File: src/rtl/spin_pkg.sv
package spin_pkg;
  typedef enum logic [2:0] {
    ST_IDLE,
    ST_DETECT,
    ST_SETTLE,
    ST_SEEK,
    ST_SPINUP,
    ST_READY
  } spin_state_e;
endpackage

File: src/rtl/spin_detect.sv
module spin_detect #(
  parameter int DATA_W = 8,
  parameter int SAMPLE_GAP = 14,
  parameter int NUM_CMP = 8
) (
  input  logic              clk,
  input  logic              rst_n,
  input  logic              go,
  input  logic [DATA_W-1:0] latch_data,
  output logic              strobe,
  output logic              done,
  output logic              active
);
  localparam int GAP_W = $clog2(SAMPLE_GAP + 1);
  localparam int CMP_W = $clog2(NUM_CMP + 1);

  logic              busy;
  logic              have_ref;
  logic [GAP_W-1:0]  gap_cnt;
  logic [CMP_W-1:0]  cmp_cnt;
  logic [DATA_W-1:0] ref_q;

  assign strobe = busy && (gap_cnt == '0);

  always_ff @(posedge clk or negedge rst_n) begin
    if (!rst_n) begin
      busy     <= 1'b0;
      have_ref <= 1'b0;
      gap_cnt  <= '0;
      cmp_cnt  <= '0;
      ref_q    <= '0;
      done     <= 1'b0;
      active   <= 1'b0;
    end else begin
      done <= 1'b0;
      if (go) begin
        busy     <= 1'b1;
        have_ref <= 1'b0;
        gap_cnt  <= '0;
        cmp_cnt  <= '0;
      end else if (busy) begin
        gap_cnt <= (gap_cnt == GAP_W'(SAMPLE_GAP - 1)) ? '0 : gap_cnt + 1'b1;
        if (strobe) begin
          ref_q <= latch_data;
          if (!have_ref) begin
            have_ref <= 1'b1;
          end else if (latch_data != ref_q) begin
            busy   <= 1'b0;
            done   <= 1'b1;
            active <= 1'b1;
          end else if (cmp_cnt == CMP_W'(NUM_CMP - 1)) begin
            busy   <= 1'b0;
            done   <= 1'b1;
            active <= 1'b0;
          end else begin
            cmp_cnt <= cmp_cnt + 1'b1;
          end
        end
      end
    end
  end
endmodule

File: src/rtl/spin_timebase.sv
module spin_timebase #(
  parameter int UNIT_TICKS = 100,
  parameter int CNT_W = 16,
  parameter logic [CNT_W-1:0] CNT_PRELOAD = 16'hD8F0
) (
  input  logic clk,
  input  logic rst_n,
  input  logic load,
  input  logic run,
  input  logic us_tick,
  output logic unit,
  output logic expired
);
  localparam int PRE_W = $clog2(UNIT_TICKS + 1);

  logic [PRE_W-1:0] pre_cnt;
  logic [CNT_W-1:0] on_time;

  assign unit    = run && us_tick && (pre_cnt == PRE_W'(UNIT_TICKS - 1));
  assign expired = (on_time == '0);

  always_ff @(posedge clk or negedge rst_n) begin
    if (!rst_n) begin
      pre_cnt <= '0;
      on_time <= CNT_PRELOAD;
    end else if (load) begin
      pre_cnt <= '0;
      on_time <= CNT_PRELOAD;
    end else if (run && us_tick) begin
      pre_cnt <= unit ? '0 : pre_cnt + 1'b1;
      if (unit && !expired) on_time <= on_time + 1'b1;
    end
  end
endmodule

File: src/rtl/spindle_spinup.sv
module spindle_spinup
  import spin_pkg::*;
#(
  parameter int DATA_W = 8,
  parameter int SAMPLE_GAP = 14,
  parameter int NUM_CMP = 8,
  parameter int UNIT_TICKS = 100,
  parameter int SETTLE_UNITS = 7,
  parameter int CNT_W = 16,
  parameter logic [CNT_W-1:0] CNT_PRELOAD = 16'hD8F0
) (
  input  logic              clk,
  input  logic              rst_n,
  input  logic              op_start,
  input  logic              drive_sel,
  input  logic              stop,
  input  logic [DATA_W-1:0] latch_data,
  input  logic              us_tick,
  input  logic              seek_done,
  output logic              latch_strobe,
  output logic              motor_on,
  output logic              spin_found,
  output logic              seek_ok,
  output logic              ready
);
  localparam int SET_W = $clog2(SETTLE_UNITS + 1);

  spin_state_e      state;
  logic             drv_q, last_drv, spun;
  logic [SET_W-1:0] set_cnt;
  logic             det_go, det_done, det_active;
  logic             tb_load, unit, expired, spun_n;

  assign det_go   = (state == ST_IDLE) && op_start;
  assign tb_load  = (state == ST_DETECT) && det_done && !stop;
  assign spun_n   = det_active && (drv_q == last_drv);
  assign motor_on = (state == ST_SETTLE) || (state == ST_SEEK) ||
                    (state == ST_SPINUP) || (state == ST_READY);
  assign seek_ok  = (state == ST_SEEK);
  assign ready    = (state == ST_READY);
  assign spin_found = motor_on && spun;

  spin_detect #(
    .DATA_W(DATA_W), .SAMPLE_GAP(SAMPLE_GAP), .NUM_CMP(NUM_CMP)
  ) u_det (
    .clk(clk), .rst_n(rst_n), .go(det_go), .latch_data(latch_data),
    .strobe(latch_strobe), .done(det_done), .active(det_active)
  );

  spin_timebase #(
    .UNIT_TICKS(UNIT_TICKS), .CNT_W(CNT_W), .CNT_PRELOAD(CNT_PRELOAD)
  ) u_tb (
    .clk(clk), .rst_n(rst_n), .load(tb_load), .run(motor_on),
    .us_tick(us_tick), .unit(unit), .expired(expired)
  );

  always_ff @(posedge clk or negedge rst_n) begin
    if (!rst_n) begin
      state    <= ST_IDLE;
      drv_q    <= 1'b0;
      last_drv <= 1'b0;
      spun     <= 1'b0;
      set_cnt  <= '0;
    end else if (stop && state != ST_IDLE) begin
      state <= ST_IDLE;
    end else begin
      case (state)
        ST_IDLE: if (op_start) begin
          drv_q <= drive_sel;
          state <= ST_DETECT;
        end
        ST_DETECT: if (det_done) begin
          spun     <= spun_n;
          last_drv <= drv_q;
          set_cnt  <= '0;
          state    <= spun_n ? ST_SEEK : ST_SETTLE;
        end
        ST_SETTLE: if (unit) begin
          if (set_cnt == SET_W'(SETTLE_UNITS - 1)) state <= ST_SEEK;
          else set_cnt <= set_cnt + 1'b1;
        end
        ST_SEEK: if (seek_done) state <= (spun || expired) ? ST_READY : ST_SPINUP;
        ST_SPINUP: if (expired) state <= ST_READY;
        ST_READY: state <= ST_READY;
        default: state <= ST_IDLE;
      endcase
    end
  end
endmodule

File: config.mk
export PLATFORM = sky130hd
export DESIGN_NAME = spindle_spinup
export DESIGN_NICKNAME = d
export VERILOG_FILES = /design/src/rtl/spin_pkg.sv /design/src/rtl/spin_detect.sv /design/src/rtl/spin_timebase.sv /design/src/rtl/spindle_spinup.sv
export SDC_FILE = /design/constraint.sdc
export NUM_CORES = 1
export LEC_CHECK = 0
export BUFFER_PORTS_ARGS = -buffer_cell sky130_fd_sc_hd__buf_2
export CAP_MARGIN = 20
export CORE_MARGIN = 2
export CORE_UTILIZATION = 55
export CTS_BUF_LIST = sky130_fd_sc_hd__clkbuf_16
export DETAILED_ROUTE_END_ITERATION = 10
export PLACE_DENSITY = 0.74
export SLEW_MARGIN = 25
export SYNTH_ARGS = -nofsm -noshare
export SYNTH_HDL_FRONTEND = slang
export SYNTH_SLANG_ARGS = --single-unit
File: constraint.sdc
create_clock -name clk -period 5.5 [get_ports clk]
set_input_delay 0.275 -clock clk [delete_from_list [all_inputs] [get_ports clk]]
set_output_delay 0.275 -clock clk [all_outputs]
set_load 0.005 [all_outputs]
Yosys cells after proc, flatten, opt, wreduce, memory -nomap -nowiden --
Cells that the tools add are included.
Word-level totals: memories kept 0, logic and storage cells 125, register bits 52, output and inout bits 5, input bits 15, latch bits 0, memory bits (read-only) 0, bits in writable memories 0
Cells by class: shifts and indexed selects 0, reduce and logical (&&, ||, !) cells 36, add/subtract/negate cells 5, bitwise logic cells 2, equal/unequal tests 22, muxes and demuxes 46, order comparisons 0, div/mod/pow operators 0, $mul 0
Operators with widths (number):
- 2-to-1 mux 16 bit | 3
- 2-to-1 mux 4 bit | 9
- 2-to-1 mux 3 bit | 10
- 2-to-1 mux 7 bit | 3
- 2-to-1 mux 1 bit | 19
- case mux 3 bit (6 select lines) | 1
- adder 16 x 1 -> 16 bit, second input constant | 1
- zero test 16 bit | 1
- AND reduction 5 bit | 3
- nonzero test 2 bit | 7
- logical AND 1 bit | 10
- == test 3 bit, second input constant | 3
- inequality test 3 x 1 -> 1 bit, second input constant | 3
- inequality test 3 x 2 -> 1 bit, second input constant | 3
- AND reduction 3 bit | 3
- adder 4 x 1 -> 4 bit, second input constant | 2
- inequality test 8 bit | 1
- adder 7 x 1 -> 7 bit, second input constant | 1
- == test 7 bit, second input constant | 1
- == test 3 x 2 -> 1 bit, second input constant | 2
- inequality test 2 bit, second input constant | 3
- case mux 3 bit (2 select lines) | 1
- AND reduction 6 bit | 1
- == test 4 x 3 -> 1 bit, second input constant | 1
- 12 further kinds | 19

Depth between registers and ports, before layout --
depth after elaboration 10, mapped depth 8, gate-level depth less buffers 7

Cells and area by module --
Synthesis repeated with hierarchy kept, for this count alone.
Second synthesis, totals: cells, all modules 301, area, all modules 3044.2 um^2
By module, submodules not included:
- spin_timebase | cells each 141, area an instance 1372.6 um^2, sequential area each 585.6 um^2, times used 1
- spin_detect | cells each 92, area an instance 1036.0 um^2, sequential area each 500.5 um^2, times used 1
- spindle_spinup | cells each 68, area an instance 635.6 um^2, sequential area each 225.2 um^2, times used 1

Worst setup path before layout --
OpenSTA, ideal clock, no wires.
path type flip-flop to flip-flop, from register u_det.gap_cnt[0], to register u_det.cmp_cnt[3], arrival 1.763 ns, required time 5.422 ns, setup slack 3.659 ns, buffers on the path 1, stages on the path, launching flop included 9, setup time 0.078 ns, clock period less this slack 1.841 ns, cell sequence dfrtp_1 inv_1 ha_1 and4bb_1 buf_4 nand3_2 or3_4 or3_1 a21oi_1
Between the ends: longest elaborated chain between the ends 4
Ends and longest elaborated chain:
- from (decl) | line spin_detect.sv:19 | logic [GAP_W-1:0] gap_cnt;
- from (signal assigned) | line spin_detect.sv:42 | gap_cnt <= (gap_cnt == GAP_W'(SAMPLE_GAP - 1)) ? '0 : gap_cnt + 1'b1;
- zero test 4 bit | line spin_detect.sv:23 | assign strobe = busy && (gap_cnt == '0);
- logical AND 1 bit | line spin_detect.sv:23
- net latch_strobe | line spindle_spinup.sv:20 | output logic latch_strobe,
- nonzero test 2 bit (no source line)
- AND reduction 5 bit (no source line)
- to (signal assigned) | line spin_detect.sv:56 | cmp_cnt <= cmp_cnt + 1'b1;
- to (decl) | line spin_detect.sv:20 | logic [CMP_W-1:0] cmp_cnt;
The timed path passes the listed nets, and every way through them passes these cells. A chain may end at the register's enable or synchronous reset.

Final worst setup path --
from register state[2], to register state[0]
Between the ends: longest elaborated chain between the ends 8, elaborated cells on any way between the ends 22, classes of those cells 11 x eq/ne; 2 x mux; 9 x reduce/logical
Ends and longest elaborated chain:
- from (decl) | line spindle_spinup.sv:28 | spin_state_e state;
- from (signal assigned) | line spindle_spinup.sv:76 | state <= spun_n ? ST_SEEK : ST_SETTLE;
- from (signal assigned) | line spindle_spinup.sv:82 | ST_SEEK: if (seek_done) state <= (spun || expired) ? ST_READY : ST_SPINUP;
- == test 3 x 2 -> 1 bit | line spindle_spinup.sv:37, spindle_spinup.sv:67
- logical OR 1 bit (2 in series) | line spindle_spinup.sv:37 | assign motor_on = (state == ST_SETTLE) || (state == ST_SEEK) ||
- logical OR 1 bit | line spindle_spinup.sv:38 | (state == ST_SPINUP) || (state == ST_READY);
- logical AND 1 bit (2 in series) | line spin_timebase.sv:19 | assign unit = run && us_tick && (pre_cnt == PRE_W'(UNIT_TICKS - 1));
- inequality test 3 x 1 -> 1 bit (no source line)
- AND reduction 6 bit (no source line)
Parallel ways exist; a longest one is shown, timed or not.

==> results.cfg <==
[grt]
grt_max_degree = 53
grt_pass1_vias = 2213
grt_remaining_overflow = 0
track_usage_pct = 20.4
grt_pass1_wl_mm = 9.72
antenna_found_initial = 0

[synthesis]
yosysWarnings = 0
synthSimpleGateAreaFrac_pct = 24.2
mappedNetlistArea_mm2 = 0.00285
synth-seq-cells = 52
async_reset_ff_share_pct = 100
synth-compound-area-share_pct = 9.93
synth.distinct_cells = 48
synth_edf_count = 0
avgSynthCellArea_um2 = 9.56
synthAdderAreaFrac_pct = 3.95
synth_nets = 322
synth_cells = 298
synth-xor-area-share_pct = 6.72
ys.flop_type = dfrtp_1
synth_top_family_by_area = simple AND/OR/NAND/NOR gates
synth_mux_area_share_pct = 5.71
seq_area_frac_synth_pct = 46.0

[power_and_ir_drop]
p_leak_nw = 1.33
irDropWorstVdd_uv = 226
finalPower_w = 0.00135
powerDensity_mw_per_mm2 = 431

[clock_tree]
numCtsBuffers = 5
cts_htree_levels = 2
clockRootBuffer = clkbuf_16
clkTransAtPathRegs_ns = 0.07
cts_resized = 0
cts_setup_buffers = 0
cts-hold-fix-buffers = 0
cts_tree = built
clk_latency_ns = 0.29
clockBufferDepth = 2
clock_sinks = 52

[layout]
final_net_count = 340
regArea_mm2 = 0.00131
fin_area_mm2 = 0.00314
fin_cells = 387
multiInputGateArea_mm2 = 0.00144
antenna_cells = 0
n_fill_cell = 427
fin_util_pct = 62.2
area_growth_pct = 10.1
drive_above_1_share_pct = 17.0

[timing]
fin_setup_tns_ns = 0
fmax_mhz = 481
slew_headroom_pct = 56.2
setup_violations = 0
worst_pin_slew_ns = 0.656
final_max_slew_viol_count = 0
period_needed_ns = 2.08
post-route-period-util_pct = 37.8
rsz0062_at_grt = false
finalHoldViolations = 0
fin_skew_ns = 0.00547

[route]
via_per_inst = 5.74
drtAntennaViolNets = 0
vias = 2220
totalWireLength_mm = 5.56
drt_iter0_drc = 148
post_drt_wl_per_cell_um = 14.4
firstDrtPassIters = 4
drc = 0

[setup_path]
max_stage_delay_ns = 0.64
worstPathArrival_ns = 2.25
r2r_start = state[2]
path_cells = xor2_2 -> nand4_1 -> o21ai_0 -> o31a_1 -> mux2_2
rr_worst_depth = 5
crit_type = flop to flop
endpoint_kind = flop
start_kind = flop
crit_slowest_cell = dfrtp_1
r2r-end = state[0]
rrSetupSlack_ns = 3.42
required_ns = 5.67
crit_fanout = 14

[placement]
port_buffers = 19
globalplace.congestion = 0.825
place_area_mm2 = 0.00299
place_hpwl_mm = 3.93
dp.cells = 379

[floorplanning]
die_w_um = 76.0
num_io_pins = 20
core-area_mm2 = 0.00504
die_area_mm2 = 0.00577
rows = 26
die_y_um = 76.0
start_util_pct = 56.5

[run_status]
status = completed

[run]
drv_cap = 0

[worst_hold_path]
hp-class = primary input to async pin
==> routing by layer <==
layer	track usage (%)	vias to the layer above	routed length [um]
li1	-	1092	-
met2	34.9	39	2710
met3	4.17	9	196
met5	0	-	0
met4	6.36	0	89
met1	26.2	1080	2570
==> per-stage QoR <==
stage          setup slack, ns  hold WS [ns]
6_report                  3.42         0.101
5_1_grt                   3.23         0.180
3_3_place_gp              3.59         0.434
2_1_floorplan             3.66       -0.0206
3_5_place_dp              3.47         0.431
4_1_cts                   3.43         0.129
==> logic make-up after synthesis <==
logic type	count (synthesis)
flops	52
simple gates	134
xor+xnor	21
buf+inv	21
fa+ha+maj	9
compound gates	46
mux	15
==> Yosys cell counts (7+ instances only) <==
master,count,area share (%)
dfstp_2,8,7.4
mux2_2,10,4.0
nor4_1,7,1.5
xor2_1,7,2.2
xnor2_1,13,4.0
dfrtp_1,44,39
nand4_1,9,2.0
ha_1,9,4.0
a21oi_1,17,3.0
nor2_1,33,4.3
nand3_1,20,3.5
inv_1,10,1.3
nand2_1,35,4.6
o21ai_0,13,2.3
==> power by group <==
part	switching, W	internal (W)
clock	0.000138	0.000168
sequential	0.000125	0.000521
combinational	0.000199	0.000203
==> cell type report <==
type	instances	share of cell area (%)
multi-input cells	225	45.8
well taps	70	2.79
clock buffers	5	3.99
repair buffers	22	3.75
flip-flops and latches	52	41.8
inverters	10	1.20
clock inverters	3	0.638
==> registers in the layout, summed over array words and instances, names as in the netlist, 3 cells and up <==
name	cells
u_tb.pre_cnt	7
u_det.cmp_cnt	4
state	3
u_tb.on_time	16
u_det.gap_cnt	4
u_det.ref_q	8
set_cnt	3
==> placed cells by master (no fill, tap or decap), types with 2 or more instances in the layout <==
cell type	netlist	final
nor4_1	7	7
inv_1	10	11
nor2_1	33	33
a21oi_1	17	17
a22oi_1	2	2
a311oi_1	3	3
dfrtp_1	44	44
buf_4	5	3
nor3_1	2	2
nand3b_1	2	2
nand2b_1	2	2
ha_1	9	9
xor2_1	7	7
clkbuf_16	0	5
xnor2_1	13	13
buf_2	1	19
dfstp_2	8	8
mux2i_1	5	5
o311ai_0	2	2
o21ai_0	13	13
mux2_2	10	10
nand3_1	20	20
and3_1	4	4
nand2_1	35	35
nor3b_1	2	2
o31ai_1	2	2
and2_1	5	5
nand4_1	9	9
or4_1	2	2
==> worst max path at each step <==
| stage | start | endpoint | slack [ns] | depth (start not counted) |
|---|---|---|---|---|
| floorplan | u_det.gap_cnt[0] | u_det.cmp_cnt[3] | 3.66 | 8 |
| global placement | state[2] | state[0] | 3.59 | 5 |
| detailed placement | state[2] | state[0] | 3.47 | 5 |
| CTS | state[2] | state[0] | 3.43 | 5 |
| global route | state[2] | state[0] | 3.23 | 5 |
| finish | state[2] | state[0] | 3.42 | 5 |
==> worst max-delay path: cells and delay by family, from the launching register on <==
kind             cells  cell delay [ns]
AO/OA/AOI/OAI        2             0.46
XOR/XNOR             1             0.29
flip-flops           1             0.64
multiplexers         1             0.33
AND/OR/NAND/NOR      1             0.24
Note: power is estimated with default switching activity, not from simulation.
